File: src/rtl/segaddr_pkg.sv
package segaddr_pkg;
  localparam int SEG_W_DEF  = 16;
  localparam int OFF_W_DEF  = 16;
  localparam int SHIFT_DEF  = 4;
  localparam int N_SEGS_DEF = 4;

  typedef enum logic [1:0] {
    SEG_CODE  = 2'd0,
    SEG_STACK = 2'd1,
    SEG_EXTRA = 2'd2,
    SEG_DATA  = 2'd3
  } seg_id_e;
endpackage

File: src/rtl/segaddr_segfile.sv
module segaddr_segfile #(
  parameter int N_SEGS   = segaddr_pkg::N_SEGS_DEF,
  parameter int SEG_W    = segaddr_pkg::SEG_W_DEF,
  parameter int CODE_IDX = int'(segaddr_pkg::SEG_CODE),
  localparam int SEL_W   = $clog2(N_SEGS)
) (
  input  logic             clk,
  input  logic             rst,
  input  logic             wr_en,
  input  logic [SEL_W-1:0] wr_sel,
  input  logic [SEG_W-1:0] wr_data,
  input  logic [SEL_W-1:0] rd_sel,
  output logic [SEG_W-1:0] rd_data,
  output logic [SEG_W-1:0] code_data
);
  logic [SEG_W-1:0]  base_q [N_SEGS];
  logic [N_SEGS-1:0] wr_hit;

  // one-hot write decode
  for (genvar gi = 0; gi < N_SEGS; gi++) begin : g_dec
    assign wr_hit[gi] = wr_en && (wr_sel == SEL_W'(gi));
  end

  always_ff @(posedge clk) begin
    if (rst) begin
      for (int i = 0; i < N_SEGS; i++) base_q[i] <= '0;
    end else begin
      for (int i = 0; i < N_SEGS; i++) begin
        if (wr_hit[i]) base_q[i] <= wr_data;
      end
    end
  end

  assign rd_data   = base_q[rd_sel];
  assign code_data = base_q[CODE_IDX];
endmodule

File: src/rtl/segaddr_ip.sv
module segaddr_ip #(
  parameter int W = segaddr_pkg::OFF_W_DEF
) (
  input  logic         clk,
  input  logic         rst,
  input  logic         load,
  input  logic [W-1:0] load_val,
  input  logic         adv,
  input  logic         two,
  output logic [W-1:0] ip_o
);
  logic [W-1:0] ip_q;
  logic [W-1:0] step;

  assign step = two ? W'(2) : W'(1);

  always_ff @(posedge clk) begin
    if (rst)       ip_q <= '0;
    else if (load) ip_q <= load_val;
    else if (adv)  ip_q <= ip_q + step;
  end

  assign ip_o = ip_q;
endmodule

File: src/rtl/segaddr_compose.sv
module segaddr_compose #(
  parameter int SEG_W = segaddr_pkg::SEG_W_DEF,
  parameter int OFF_W = segaddr_pkg::OFF_W_DEF,
  parameter int SHIFT = segaddr_pkg::SHIFT_DEF,
  localparam int PA_W = SEG_W + SHIFT
) (
  input  logic [SEG_W-1:0] base_i,
  input  logic [OFF_W-1:0] off_i,
  output logic [PA_W-1:0]  paddr_o
);
  logic [PA_W-1:0] base_ext;
  logic [PA_W-1:0] off_ext;

  assign base_ext = {base_i, {SHIFT{1'b0}}};
  assign off_ext  = {{(PA_W-OFF_W){1'b0}}, off_i};
  // sum is truncated to PA_W: carry beyond the top bit is dropped
  assign paddr_o  = base_ext + off_ext;
endmodule

File: src/rtl/segaddr_unit.sv
module segaddr_unit #(
  parameter int SEG_W  = segaddr_pkg::SEG_W_DEF,
  parameter int OFF_W  = segaddr_pkg::OFF_W_DEF,
  parameter int SHIFT  = segaddr_pkg::SHIFT_DEF,
  parameter int N_SEGS = segaddr_pkg::N_SEGS_DEF,
  localparam int SEL_W = $clog2(N_SEGS),
  localparam int PA_W  = SEG_W + SHIFT
) (
  input  logic             clk,
  input  logic             rst,
  input  logic             seg_wr_en,
  input  logic [SEL_W-1:0] seg_wr_sel,
  input  logic [SEG_W-1:0] seg_wr_data,
  input  logic [SEL_W-1:0] data_seg_sel,
  input  logic [OFF_W-1:0] data_offset,
  input  logic             ip_load,
  input  logic [OFF_W-1:0] ip_load_val,
  input  logic             ip_adv,
  input  logic             ip_two,
  output logic [PA_W-1:0]  data_paddr,
  output logic [PA_W-1:0]  fetch_paddr
);
  logic [SEG_W-1:0] data_base;
  logic [SEG_W-1:0] code_base;
  logic [OFF_W-1:0] ip_q;

  segaddr_segfile #(
    .N_SEGS   (N_SEGS),
    .SEG_W    (SEG_W),
    .CODE_IDX (int'(segaddr_pkg::SEG_CODE))
  ) u_segfile (
    .clk       (clk),
    .rst       (rst),
    .wr_en     (seg_wr_en),
    .wr_sel    (seg_wr_sel),
    .wr_data   (seg_wr_data),
    .rd_sel    (data_seg_sel),
    .rd_data   (data_base),
    .code_data (code_base)
  );

  segaddr_ip #(.W(OFF_W)) u_ip (
    .clk      (clk),
    .rst      (rst),
    .load     (ip_load),
    .load_val (ip_load_val),
    .adv      (ip_adv),
    .two      (ip_two),
    .ip_o     (ip_q)
  );

  segaddr_compose #(.SEG_W(SEG_W), .OFF_W(OFF_W), .SHIFT(SHIFT)) u_data_pa (
    .base_i  (data_base),
    .off_i   (data_offset),
    .paddr_o (data_paddr)
  );

  segaddr_compose #(.SEG_W(SEG_W), .OFF_W(OFF_W), .SHIFT(SHIFT)) u_fetch_pa (
    .base_i  (code_base),
    .off_i   (ip_q),
    .paddr_o (fetch_paddr)
  );
endmodule

File: config.mk
export PLATFORM = sky130hd
export DESIGN_NAME = segaddr_unit
export DESIGN_NICKNAME = d
export VERILOG_FILES = /design/src/rtl/segaddr_pkg.sv /design/src/rtl/segaddr_segfile.sv /design/src/rtl/segaddr_ip.sv /design/src/rtl/segaddr_compose.sv /design/src/rtl/segaddr_unit.sv
export SDC_FILE = /design/constraint.sdc
export NUM_CORES = 1
export LEC_CHECK = 0
export ABC_AREA = 1
export BUFFER_PORTS_ARGS = -buffer_cell sky130_fd_sc_hd__buf_2
export CELL_PAD_IN_SITES_DETAIL_PLACEMENT = 2
export CELL_PAD_IN_SITES_GLOBAL_PLACEMENT = 2
export CORE_MARGIN = 2
export CORE_UTILIZATION = 32
export DETAILED_ROUTE_END_ITERATION = 10
export HOLD_SLACK_MARGIN = 0.1
export PLACE_DENSITY_LB_ADDON = 0.1
export SLEW_MARGIN = 20
export SYNTH_ARGS = -nofsm -noshare
export SYNTH_HDL_FRONTEND = slang
export SYNTH_SLANG_ARGS = --single-unit
File: constraint.sdc
create_clock -name clk -period 3.7 [get_ports clk]
set_clock_uncertainty 0.2 [all_clocks]
set_input_delay 0.37 -clock clk [delete_from_list [all_inputs] [get_ports clk]]
set_output_delay 0.37 -clock clk [all_outputs]
set_load 0.005 [all_outputs]
=== Yosys cells after proc, flatten, opt, wreduce, memory -nomap -nowiden ===
Memories as Yosys holds them, arrays and structs flattened.
Cells that the tools add are included.

* Bits of input ports: 58
* Bits in writable memories: 64
* Latch bits: 0
* Output and inout port bits: 40
* Register bits: 16
* ROM bits: 0
* Memories kept: 1

* Shift operators: 0
* Bitwise operators: 4
* Multiply operators: 0
* Reductions and logical operators: 6
* Div/mod/pow operators: 0
* $lt $le $gt $ge: 0
* Add/subtract/negate cells: 3
* Multiplexer cells: 21
* Eq/ne operators: 3

{| class="wikitable"
|+ Memories
! name !! words !! width !! rd ports !! clocked after memory_dff !! wr ports !! RTL line !! RTL
|-
| u_segfile.base_q || 4 || 16 || 2 || 0 || 4 || segaddr_segfile.sv:16 || <nowiki>logic [SEG_W-1:0] base_q [N_SEGS];</nowiki>
|}

{| class="wikitable"
|+ Operators with widths
! operator !! count
|-
| $mux 16 || 6
|-
| $add 20x16->20 || 2
|-
| $add 16x16->16 || 1
|-
| $mux 1 || 14
|-
| $eq 2x2->1 const B || 2
|-
| $logic_and 1x1->1 || 4
|-
| $or 1x1->1 || 4
|-
| $eq 2x1->1 const B || 1
|-
| $logic_not 2->1 || 1
|-
| $mux 2 || 1
|-
| $reduce_bool 2->1 || 1
|}

=== Longest topological paths before layout ===
* Word-level depth: 6
* Depth in mapped cells: 17

=== By module ===
A second synthesis with hierarchy kept.

* Cells, all modules: 845
* Area total of the unflattened synthesis: 5908.2 um2

{| class="wikitable"
|+ By module, submodules not included
! module !! times used !! cells an instance !! area each (um2) !! sequential area each (um2)
|-
| segaddr_segfile || 1 || 353 || 3100.5 || 1921.8
|-
| segaddr_compose || 2 || 168 || 862.1 || 0.0
|-
| segaddr_ip || 1 || 156 || 1083.5 || 320.3
|}

=== Worst setup path before layout ===
Ideal clock, no wire load.

* Path kind: input port to output port
* Start: input port data_seg_sel[0]
* End: output port data_paddr[16]
* Slack: 805 ps
* Arrival time: 2325 ps
* Required time: 3130 ps
* Stages on the path: 12
* Buffers on the path: 3
* Path through: buf_6 buf_6 clkbuf_1 o21ai_0 o22ai_1 ha_1 inv_1 fa_1 o21ai_2 nand3_1 nand3_1 xor2_1

* Cells in the longest elaborated chain, start to end: 2

{| class="wikitable"
|+ Ends and longest elaborated chain
! item !! RTL line !! RTL
|-
| from (decl) || segaddr_unit.sv:14 || <nowiki>input logic [SEL_W-1:0] data_seg_sel,</nowiki>
|-
| $mem_v2 4x16 || n/a ||
|-
| $add 20x16->20 || segaddr_compose.sv:17 || <nowiki>assign paddr_o = base_ext + off_ext;</nowiki>
|-
| to (decl) || segaddr_unit.sv:20 || <nowiki>output logic [PA_W-1:0] data_paddr,</nowiki>
|}

Every way passes these cells.

=== Worst setup path in the final report ===
* Start: input port data_seg_sel[1]
* End: output port data_paddr[16]

The elaborated chain is that of the path after synthesis.

==> impl_metrics.yaml <==
layout:
  multi_input_area_um2: 2660
  antenna_cells: 0
  drive_above_1_share: 0.159
  nFillCells: 1947
  fin_nets: 850
  final_core_util: 0.377
  syn2layout_area_growth_pct: 16.1
  seqCellArea_um2: 2240
power:
  swShare: 0.317
  seqPwrFrac: 0.426
  p_clk_frac: 0.336
  internal-power_mw: 1.75
  p_leak_nw: 2.87
  combPwrFrac: 0.238
  vdd_ir_drop_max_v: 0.000203
  switchingPower_mw: 0.813
  p_total_mw: 2.56
  cellPowerDensity_nw_per_um2: 413
logic_synthesis:
  yosysSeqAreaShare: 0.419
  async_reset_ff_frac: 0
  ys_ff_latch: 80
  yosysWarnings: 0
  yosysMostFrequentCell: "nand2_1"
  syn_area_per_cell_um2: 7.78
  synth_cell_types: 41
  synth_area_leaders: "edfxtp_1 36%, nand2_1 11%, nor2_1 8.8%, ha_1 6.1%, dfxtp_1 6.0%"
  syn-instance-count: 687
  synth_edf_count: 64
  netlist_area_um2: 5350
  synthFlopType: "edfxtp_1"
  synthesis.nets: 774
  synth_top_area_share: 0.359
  synth.largest_area_cell: "edfxtp_1"
  synthTopCellsByCount: "150 x nand2_1, 126 x nor2_1, 70 x inv_1"
critical_path:
  cp-end-kind: "primary output"
  startpoint_type: "primary input"
  crit_fanout: 19
  cp.required_ns: 3.13
  crit_chain: "buf_2 -> inv_2 -> o21ai_0 -> o22ai_1 -> ha_1 -> inv_1 -> fa_1 -> o21ai_2 -> nand3_1 -> nand3_1 -> xor2_1 -> buf_2"
  arrival_ns: 2.84
  max_stage_delay_ns: 0.46
  critPathSlowestCell: "fa_1"
  critPathKind: "in -> out"
placement:
  hpwl_um: 15000
  port_buffers: 89
  gp_congestion: 0.833
route:
  first_iter_violations: 155
  wire_per_inst_um: 19.1
  drcViolationCount: 0
  routed_wirelength_um: 18900
  drt-vias-per-instance: 5.03
  drt_pass1_iterations: 5
  ant_nets: 0
  vias: 4972
cts:
  clk_latency_ns: 0.34
  cts_root_buf: "clkbuf_16"
  cts_resized: 0
  cts_buffers: 9
  cts.sinks: 80
  clkTransAtPathRegs_ns: 0.06
  cts.path.max_buffers: 2
  h-tree-depth: 3
  cts_tree: "built"
  post_cts_buffers: 0
  hold_buffers: 0
sta:
  setup_viol: 0
  rsz0062_at_grt: "false"
  fin_crit_sh: 0.921
  setup_tns_ns: 0
  min_period_ns: 3.41
  slew_viol_final: 0
  slew_headroom: 0.248
  max_freq_mhz: 293
  worst_pin_slew_ns: 1.12
  final_hold_viol_count: 0
global_route:
  grt_start_max_net_pins: 23
  antenna_found_initial: 0
  grt_pass1_vias: 5409
  grt_pass1_wl_um: 29500
  grt_use_total: 0.213
  overflow: 0
floorplan:
  io_pins: 98
  die_w_um: 133
  core_um2: 16500
  chipHeight_um: 133
  die-area_um2: 17800
  initial_utilization: 0.325
  std_cell_rows: 47
job:
  maxCapViolCount: 0
hold_path:
  hold_path.class: "in -> reg"
run_status:
  status: "finished clean"
[placed cells by master, fill, tap and decap left out, types with 11 or more instances in the layout]
cell type	n
inv_1	70
a21oi_1	33
ha_1	26
a22oi_1	11
xor2_1	17
o22ai_1	11
buf_2	89
dfxtp_1	16
nand2_1	150
o21ai_0	35
edfxtp_1	64
nand3_1	41
nor2_1	126
[worst max-delay path, delay by kind of cell]
| kind | cells | cell delay, ns |
|---|---|---|
| and+or+nand+nor | 2 | 0.28 |
| buffers and inverters | 4 | 0.71 |
| AOI/OAI and AO/OA | 3 | 0.60 |
| adders and majority gates | 2 | 0.70 |
| xor gates and xnor gates | 1 | 0.16 |
[power groups by stage]
stage                     Clock (mW)  Sequential [mW]  Combinational, mW
final                          0.861             1.09              0.610
after global routing           0.894             1.10              0.686
after CTS                      0.864             1.09              0.620
after detailed placement           0             1.11              0.617
after global placement             0             1.11              0.593
after floorplan                    0             1.08              0.383
[routing by layer]
layer  GRT usage  part of all wire  up-vias
li1            -                 -     2424
met1       0.276              0.46     2442
met2       0.384              0.50       94
met3      0.0304             0.034       12
met4      0.0378            0.0099        0
met5           0                 0        -
[stage by stage]
stage	hold WS (ns)	std cells	instance area, um^2	setup slack, ns
4_1_cts	0.109	988	6210	0.303
2_1_floorplan	0.239	687	5350	0.805
6_report	0.110	988	6210	0.292
3_5_place_dp	0.353	972	5920	0.295
5_1_grt	0.129	988	6210	0.0770
3_3_place_gp	0.337	972	5920	0.421
[path summary, 6_finish.rpt]
kind	to	from	cells after the start	slack, ns
worst min-delay path	u_ip.ip_o[3]$_SDFFE_PP0P_	ip_load_val[3]	3	0.11
worst min register to register	u_ip.ip_o[3]$_SDFFE_PP0P_	u_ip.ip_o[3]$_SDFFE_PP0P_	2	0.36
worst max register to register	u_ip.ip_o[14]$_SDFFE_PP0P_	u_ip.ip_o[0]$_SDFFE_PP0P_	9	1.52
worst max-delay path	data_paddr[16]	data_seg_sel[1]	12	0.29
[kinds of logic after synthesis]
logic type	count (synthesis)	share of synthesized area
AND/OR/NAND/NOR	346	0.269
AO/OA/AOI/OAI	107	0.116
buffers and inverters	100	0.0826
flip-flops	80	0.419
adder cells (fa/ha/maj)	29	0.0721
XOR/XNOR	25	0.0410
[state kept, by name (all words and copies together), names as in the netlist]
name              count
u_segfile.base_q     64
u_ip.ip_o            16
[layout make-up]
| type | instances | area share |
|---|---|---|
| sequential | 80 | 0.361 |
| inverter | 73 | 0.0445 |
| tap | 220 | 0.0443 |
| timing repair buffer | 92 | 0.0754 |
| clock buffer | 11 | 0.0391 |
| clock inverter | 5 | 0.00645 |
| multi-input combinational | 507 | 0.429 |
Note: power is estimated with default switching activity, not from simulation.
